## config.mk

```make
export PLATFORM = sky130hd
export DESIGN_NAME = irq_stack_seq
export DESIGN_NICKNAME = d
export VERILOG_FILES = /design/src/rtl/irq_seq_pkg.sv /design/src/rtl/irq_seq_arb.sv /design/src/rtl/irq_seq_sp.sv /design/src/rtl/irq_seq_vec.sv /design/src/rtl/irq_stack_seq.sv
export SDC_FILE = /design/constraint.sdc
export NUM_CORES = 1
export LEC_CHECK = 0
export BUFFER_PORTS_ARGS = -buffer_cell sky130_fd_sc_hd__buf_2
export CAP_MARGIN = 20
export CORE_MARGIN = 3
export CORE_UTILIZATION = 45
export DETAILED_ROUTE_END_ITERATION = 8
export PLACE_DENSITY = 0.76
export SLEW_MARGIN = 5
export SYNTH_ARGS = -nofsm -noshare
export SYNTH_HDL_FRONTEND = slang
export SYNTH_HIERARCHICAL = 1
export SYNTH_SLANG_ARGS = --single-unit
```

## constraint.sdc

```tcl
create_clock -name clk_i -period 3.91 [get_ports clk_i]
set_clock_uncertainty 0.05 [all_clocks]
set_input_delay 0.5865 -clock clk_i [delete_from_list [all_inputs] [get_ports clk_i]]
set_output_delay 0.5865 -clock clk_i [all_outputs]
set_load 0.02 [all_outputs]
```

## src/rtl/irq_seq_pkg.sv

```systemverilog
package irq_seq_pkg;

  typedef enum logic [3:0] {
    S_IDLE,
    S_PUSH_HI,
    S_PUSH_LO,
    S_PUSH_SR,
    S_VEC_LO,
    S_VEC_HI,
    S_VEC_LD,
    S_OP_PUSH,
    S_OP_PULL,
    S_OP_CAP,
    S_DONE
  } seq_state_e;

  typedef enum logic [1:0] {
    OP_PUSH_ACC = 2'b00,
    OP_PUSH_SR  = 2'b01,
    OP_PULL_ACC = 2'b10,
    OP_PULL_SR  = 2'b11
  } stk_op_e;

  typedef enum logic [1:0] {
    GR_NONE,
    GR_IRQ,
    GR_BRK,
    GR_OP
  } grant_e;

endpackage

```

## src/rtl/irq_seq_arb.sv

```systemverilog
module irq_seq_arb
  import irq_seq_pkg::*;
#(
  parameter int unsigned DW       = 8,
  parameter int unsigned IDIS_BIT = 2
) (
  input  logic          en_i,
  input  logic          irq_i,
  input  logic          brk_i,
  input  logic          op_valid_i,
  input  logic [DW-1:0] sr_i,
  output grant_e        grant_o
);

  logic masked;
  assign masked = sr_i[IDIS_BIT];

  // fixed priority: hardware, break, stack op
  always_comb begin
    grant_o = GR_NONE;
    if (en_i) begin
      if (irq_i && !masked)      grant_o = GR_IRQ;
      else if (brk_i && !masked) grant_o = GR_BRK;
      else if (op_valid_i)       grant_o = GR_OP;
    end
  end

endmodule

```

## src/rtl/irq_seq_sp.sv

```systemverilog
module irq_seq_sp #(
  parameter int unsigned DW = 8
) (
  input  logic          clk_i,
  input  logic          rst_ni,
  input  logic          load_i,
  input  logic [DW-1:0] load_val_i,
  input  logic          dec_i,
  input  logic          inc_i,
  output logic [DW-1:0] sp_o,
  output logic [DW-1:0] sp_inc_o
);

  logic [DW-1:0] sp_q;

  assign sp_inc_o = sp_q + DW'(1);
  assign sp_o     = sp_q;

  always_ff @(posedge clk_i or negedge rst_ni) begin
    if (!rst_ni)     sp_q <= '0;
    else if (load_i) sp_q <= load_val_i;
    else if (dec_i)  sp_q <= sp_q - DW'(1);
    else if (inc_i)  sp_q <= sp_inc_o;
  end

  assert_no_inc_dec_R9: assert property (@(posedge clk_i) disable iff (!rst_ni)
    !(dec_i && inc_i));

  assert_wrap_dec_R9: assert property (@(posedge clk_i) disable iff (!rst_ni)
    (dec_i && !load_i && sp_q == '0) |=> (sp_q == '1));

endmodule

```

## src/rtl/irq_seq_vec.sv

```systemverilog
module irq_seq_vec #(
  parameter int unsigned DW = 8
) (
  input  logic            clk_i,
  input  logic            rst_ni,
  input  logic            lo_en_i,
  input  logic            hi_en_i,
  input  logic [DW-1:0]   rdata_i,
  output logic [2*DW-1:0] pc_o
);

  logic [DW-1:0]   lo_q;
  logic [2*DW-1:0] pc_q;

  always_ff @(posedge clk_i or negedge rst_ni) begin
    if (!rst_ni) begin
      lo_q <= '0;
      pc_q <= '0;
    end else begin
      if (lo_en_i) lo_q <= rdata_i;
      if (hi_en_i) pc_q <= {rdata_i, lo_q};
    end
  end

  assign pc_o = pc_q;

  assert_vec_order_R5: assert property (@(posedge clk_i) disable iff (!rst_ni)
    hi_en_i |-> $past(lo_en_i));

endmodule

```

## src/rtl/irq_stack_seq.sv

```systemverilog
module irq_stack_seq
  import irq_seq_pkg::*;
#(
  parameter int unsigned DW         = 8,
  parameter int unsigned BRK_BIT    = 4,
  parameter int unsigned IDIS_BIT   = 2,
  parameter logic [7:0]  STACK_PAGE = 8'h01,
  parameter logic [15:0] VEC_ADDR   = 16'hFFFE
) (
  input  logic          clk_i,
  input  logic          rst_ni,
  input  logic          irq_i,
  input  logic          brk_i,
  input  logic          op_valid_i,
  input  logic [1:0]    op_sel_i,
  input  logic [15:0]   pc_i,
  input  logic [7:0]    sr_i,
  input  logic [7:0]    sp_i,
  input  logic [7:0]    acc_i,
  output logic          ready_o,
  output logic [15:0]   mem_addr_o,
  output logic          mem_we_o,
  output logic          mem_re_o,
  output logic [7:0]    mem_wdata_o,
  input  logic [7:0]    mem_rdata_i,
  output logic          done_o,
  output logic [15:0]   pc_o,
  output logic          pc_we_o,
  output logic [7:0]    sr_o,
  output logic          sr_we_o,
  output logic [7:0]    sp_o,
  output logic [7:0]    acc_o,
  output logic          acc_we_o
);

  localparam int unsigned AW = 2 * DW;
  localparam logic [DW-1:0] BRK_MASK  = {{(DW-1){1'b0}}, 1'b1} << BRK_BIT;
  localparam logic [DW-1:0] IDIS_MASK = {{(DW-1){1'b0}}, 1'b1} << IDIS_BIT;

  seq_state_e    state_q, state_d;
  grant_e        grant;
  stk_op_e       op_q;
  logic          entry_q;
  logic [AW-1:0] ret_q;
  logic [DW-1:0] sr_q, acc_q;
  logic [DW-1:0] sr_res_q, acc_res_q;
  logic [DW-1:0] sp_cur, sp_inc;
  logic          sp_load, sp_dec, sp_inc_en;
  logic          vec_lo_en, vec_hi_en;

  irq_seq_arb #(.DW(DW), .IDIS_BIT(IDIS_BIT)) u_arb (
    .en_i      (state_q == S_IDLE),
    .irq_i     (irq_i),
    .brk_i     (brk_i),
    .op_valid_i(op_valid_i),
    .sr_i      (sr_i),
    .grant_o   (grant)
  );

  irq_seq_sp #(.DW(DW)) u_sp (
    .clk_i     (clk_i),
    .rst_ni    (rst_ni),
    .load_i    (sp_load),
    .load_val_i(sp_i),
    .dec_i     (sp_dec),
    .inc_i     (sp_inc_en),
    .sp_o      (sp_cur),
    .sp_inc_o  (sp_inc)
  );

  irq_seq_vec #(.DW(DW)) u_vec (
    .clk_i  (clk_i),
    .rst_ni (rst_ni),
    .lo_en_i(vec_lo_en),
    .hi_en_i(vec_hi_en),
    .rdata_i(mem_rdata_i),
    .pc_o   (pc_o)
  );

  assign sp_load = (grant != GR_NONE);

  // next state
  always_comb begin
    state_d = state_q;
    unique case (state_q)
      S_IDLE: begin
        if (grant == GR_IRQ || grant == GR_BRK) state_d = S_PUSH_HI;
        else if (grant == GR_OP)                state_d = op_sel_i[1] ? S_OP_PULL : S_OP_PUSH;
      end
      S_PUSH_HI: state_d = S_PUSH_LO;
      S_PUSH_LO: state_d = S_PUSH_SR;
      S_PUSH_SR: state_d = S_VEC_LO;
      S_VEC_LO:  state_d = S_VEC_HI;
      S_VEC_HI:  state_d = S_VEC_LD;
      S_VEC_LD:  state_d = S_DONE;
      S_OP_PUSH: state_d = S_DONE;
      S_OP_PULL: state_d = S_OP_CAP;
      S_OP_CAP:  state_d = S_DONE;
      S_DONE:    state_d = S_IDLE;
      default:   state_d = S_IDLE;
    endcase
  end

  // bus drive and pointer control
  always_comb begin
    mem_addr_o  = {STACK_PAGE, sp_cur};
    mem_we_o    = 1'b0;
    mem_re_o    = 1'b0;
    mem_wdata_o = '0;
    sp_dec      = 1'b0;
    sp_inc_en   = 1'b0;
    vec_lo_en   = 1'b0;
    vec_hi_en   = 1'b0;
    unique case (state_q)
      S_PUSH_HI: begin
        mem_we_o    = 1'b1;
        mem_wdata_o = ret_q[AW-1:DW];
        sp_dec      = 1'b1;
      end
      S_PUSH_LO: begin
        mem_we_o    = 1'b1;
        mem_wdata_o = ret_q[DW-1:0];
        sp_dec      = 1'b1;
      end
      S_PUSH_SR: begin
        mem_we_o    = 1'b1;
        mem_wdata_o = sr_q | BRK_MASK;
        sp_dec      = 1'b1;
      end
      S_VEC_LO: begin
        mem_re_o   = 1'b1;
        mem_addr_o = VEC_ADDR;
      end
      S_VEC_HI: begin
        mem_re_o   = 1'b1;
        mem_addr_o = VEC_ADDR + AW'(1);
        vec_lo_en  = 1'b1;
      end
      S_VEC_LD: vec_hi_en = 1'b1;
      S_OP_PUSH: begin
        mem_we_o    = 1'b1;
        mem_wdata_o = (op_q == OP_PUSH_SR) ? sr_q : acc_q;
        sp_dec      = 1'b1;
      end
      S_OP_PULL: begin
        mem_re_o   = 1'b1;
        mem_addr_o = {STACK_PAGE, sp_inc};
        sp_inc_en  = 1'b1;
      end
      default: ;
    endcase
  end

  always_ff @(posedge clk_i or negedge rst_ni) begin
    if (!rst_ni) begin
      state_q   <= S_IDLE;
      op_q      <= OP_PUSH_ACC;
      entry_q   <= 1'b0;
      ret_q     <= '0;
      sr_q      <= '0;
      acc_q     <= '0;
      sr_res_q  <= '0;
      acc_res_q <= '0;
    end else begin
      state_q <= state_d;
      if (sp_load) begin
        op_q    <= stk_op_e'(op_sel_i);
        entry_q <= (grant != GR_OP);
        ret_q   <= (grant == GR_BRK) ? pc_i + AW'(1) : pc_i;
        sr_q    <= sr_i;
        acc_q   <= acc_i;
      end
      if (state_q == S_VEC_LD) sr_res_q <= sr_q | BRK_MASK | IDIS_MASK;
      if (state_q == S_OP_CAP) begin
        if (op_q == OP_PULL_SR) sr_res_q  <= mem_rdata_i;
        else                    acc_res_q <= mem_rdata_i;
      end
    end
  end

  assign ready_o  = (state_q == S_IDLE);
  assign done_o   = (state_q == S_DONE);
  assign pc_we_o  = done_o && entry_q;
  assign sr_we_o  = done_o && (entry_q || op_q == OP_PULL_SR);
  assign acc_we_o = done_o && !entry_q && op_q == OP_PULL_ACC;
  assign sr_o     = sr_res_q;
  assign acc_o    = acc_res_q;
  assign sp_o     = sp_cur;

  assert_idle_quiet_R1: assert property (@(posedge clk_i) disable iff (!rst_ni)
    ready_o |-> (!mem_we_o && !mem_re_o));

  assert_masked_ignored_R2: assert property (@(posedge clk_i) disable iff (!rst_ni)
    (ready_o && irq_i && sr_i[IDIS_BIT] && !brk_i && !op_valid_i) |=> ready_o);

  assert_entry_flags_R4: assert property (@(posedge clk_i) disable iff (!rst_ni)
    pc_we_o |-> (sr_o[BRK_BIT] && sr_o[IDIS_BIT] && sr_we_o));

  assert_done_pulse_R5: assert property (@(posedge clk_i) disable iff (!rst_ni)
    done_o |=> (!done_o && ready_o));

  assert_load_with_done_R8: assert property (@(posedge clk_i) disable iff (!rst_ni)
    (acc_we_o || sr_we_o || pc_we_o) |-> done_o);

  assert_stack_page_R9: assert property (@(posedge clk_i) disable iff (!rst_ni)
    mem_we_o |-> (mem_addr_o[AW-1:DW] == STACK_PAGE));

  assert_busy_blind_R11: assert property (@(posedge clk_i) disable iff (!rst_ni)
    (!ready_o && !done_o) |=> !ready_o);

endmodule

```

==> impl_metrics.json <==
{
  "gr-total-overflow": 0,
  "vias": 3701,
  "path_class": "register to register",
  "insertion_delay_ns": 0.35,
  "clk_pin_slew_worst_paths_ns": 0.08,
  "path_buf_inv": 1,
  "rsz0062_at_grt": "false",
  "slowest_delay_ns": 0.53,
  "ant_nets": 0,
  "p_per_area_nw_per_um2": 884,
  "worst_ep_required_time_ns": 4.15,
  "dpl_cell_area_um2": 5320,
  "synth_area_um2": 4700,
  "min_path_type": "primary input to asynchronous set/reset pin",
  "crit_start": "state_q[3]",
  "synth_most_common_cell": "dfrtp_1",
  "fin_nets": 620,
  "n_antenna_cell": 0,
  "dp_hpwl_mm": 8.38,
  "status": "finished, final reports clean",
  "synth-edff-count": 0,
  "yosysUniqueCellTypes": 61,
  "relSlewSlack_pct": 52.7,
  "synthTopCellsByArea": "dfrtp_1, mux2_1, nand2_1",
  "maxCapViolCount": 0,
  "syn_to_final_growth_pct": 18.2,
  "cts_hold_buffers": 0,
  "design_area_um2": 5560,
  "cts_tree": "built",
  "synthCells": 448,
  "drive_gt1_share_pct": 33.1,
  "crit_arrival_ns": 3.63,
  "gr-usage-all-layers_pct": 19.9,
  "ys_dominant_reg_cell": "dfrtp_1",
  "crit_chain": "inv_1 -> nand2_1 -> nor3_1 -> o221a_1 -> ha_1 -> nand4_4 -> or4_4 -> or4_1 -> nand3_1",
  "synth_top_area_share_pct": 46.3,
  "cp_max_fo": 11,
  "setup_tns_ns": 0,
  "finalHoldViolations": 0,
  "cpMaxStageDelayCell": "or4_4",
  "timing.final.crit_period_ns": 3.39,
  "cts_resized": 0,
  "viasPerCell": 5.33,
  "grt_max_degree": 88,
  "cts-buffers-inserted": 9,
  "htreeDepth": 3,
  "cts.path.max_buffers": 2,
  "cts_root_buf": "clkbuf_8",
  "core_um2": 9950,
  "grt_pass1_vias": 3642,
  "die_area_um2": 11700,
  "drt-wirelength-per-cell_um": 16.3,
  "leakage_uw": 0.00259,
  "drt_wl_total_mm": 11.3,
  "syn_area_per_cell_um2": 10.5,
  "drt_pass1_iterations": 4,
  "drt_iter0_drc": 233,
  "postCtsSetupBuffers": 0,
  "worstMarginPinSlew_ns": 0.708,
  "place.port_buffers": 124,
  "timing.rr.start": "state_q[3]",
  "clock_sinks": 87,
  "synthArstFlopShare_pct": 100,
  "synth_fp_nets": 509,
  "antenna_found_initial": 0,
  "ys_ff_latch": 87,
  "synth_warnings": 6,
  "grt_pass1_wl_mm": 18.4,
  "seq_area_frac_synth_pct": 46.3,
  "initial_core_util_pct": 47.2,
  "drc": 0,
  "startpoint_type": "register",
  "num-fill-cells": 886,
  "max-vdd-ir-drop_mv": 0.453,
  "finalSetupViolations": 0,
  "rows": 36,
  "max_clock_freq_mhz": 295,
  "dieHeight_um": 108,
  "gp_congestion": 0.883,
  "num_io_pins": 126,
  "critical-path-top-delay-family": "simple AND/OR/NAND/NOR gates",
  "period_share_pct": 86.7,
  "yosys-top-cells-count": "dfrtp_1, nand2_1, mux2_1, o21ai_1",
  "final-max-slew-violation-count": 0,
  "end_kind": "register",
  "synth_top_area_cell": "dfrtp_1",
  "chipWidth_um": 108
}
## final timing paths
check	end	slack [ns]	cells after the start
worst max-delay path	ret_q[15]	0.52	9
worst min-delay path	acc_q[1]	0.12	1
worst max register to register	ret_q[15]	0.52	9
worst min register to register	acc_q[3]	0.45	1
max in group asynchronous	u_sp/sp_o[4]	3.08	2
min in group clk_i	sr_q[7]	0.39	2
## layout make-up
type	count	area [um2]	share of cell area [%]
clock inverters	5	82.6	1.49
inverters	16	60.1	1.08
flip-flops and latches	87	2180	39.2
well taps	133	166	2.99
clock buffers	9	124	2.23
repair buffers	129	681	12.2
multi-input cells	316	2270	40.8
## through the flow
step                      total power (uW)  cells  util, %  hold slack (ns)  setup WS (ns)
final                                 4910    695     55.8            0.116          0.522
after global routing                  5250    695     55.8            0.134          0.287
after CTS                             4920    694     55.5            0.381          0.512
after detailed placement              4240    680     53.5            0.434          0.552
after global placement                4150    680     53.5            0.418          0.699
after floorplan                       3530    448        -            0.241          0.552
## kinds of logic (layout without fill, tap and decap cells)
logic type | count (synthesis) | count (layout) | synth area share (%)
AOI/OAI and AO/OA | 69 | 69 | 9.77
DFF | 87 | 87 | 46.3
buffers and inverters | 45 | 159 | 5.51
and+or+nand+nor | 155 | 155 | 17.1
adders and majority gates | 6 | 6 | 1.60
xor gates and xnor gates | 24 | 24 | 4.47
muxes | 61 | 61 | 15.2
other | 1 | 1 | 0.0798
## worst reg2reg max path, cell delays in order (launching register included)
cell and delay, ns:
dfrtp_1 0.46, inv_1 0.14, nand2_1 0.23, nor3_1 0.46, o221a_1 0.32, ha_1 0.36, nand4_4 0.20, or4_4 0.54
or4_1 0.48, nand3_1 0.09
## power breakdown
| group | switching [uW] | total [uW] | internal (uW) |
|---|---|---|---|
| clock network | 321 | 676 | 355 |
| registers | 422 | 1780 | 1360 |
| logic | 1440 | 2460 | 1020 |
## registers in the layout, indices dropped and copies added, names as in the netlist
register and count:
ret_q 16, acc_q 8, sr_q 8, u_vec/pc_o 16
state_q 4, u_sp/sp_o 8, entry_q 1, acc_o 8
sr_o 8, op_q 2, u_vec/lo_q 8
## layer usage
layer  vias up  part of all wire (%)  routed length [um]  GRT usage, %
li1       1787                     -                   -             -
met1      1772                    45                5130          27.3
met2       130                    47                5290          31.9
met3        12                   6.5                 735          3.64
met4         0                   1.5                 172          6.85
met5         -                     0                   0             0
## placed cells by master, fill, tap and decap left out, types with 10 or more instances in the layout
cell type / Yosys / routed
xnor2_1: 14 / 14
nor3_1: 10 / 10
mux2_1: 23 / 23
nand2_1: 66 / 66
xor2_1: 10 / 10
mux2_4: 10 / 10
inv_1: 13 / 13
mux2_2: 19 / 19
buf_2: 5 / 123
nand3_1: 18 / 18
o21ai_1: 23 / 23
dfrtp_1: 87 / 87
nor2_1: 19 / 19
(Power assumes the default switching activity.)
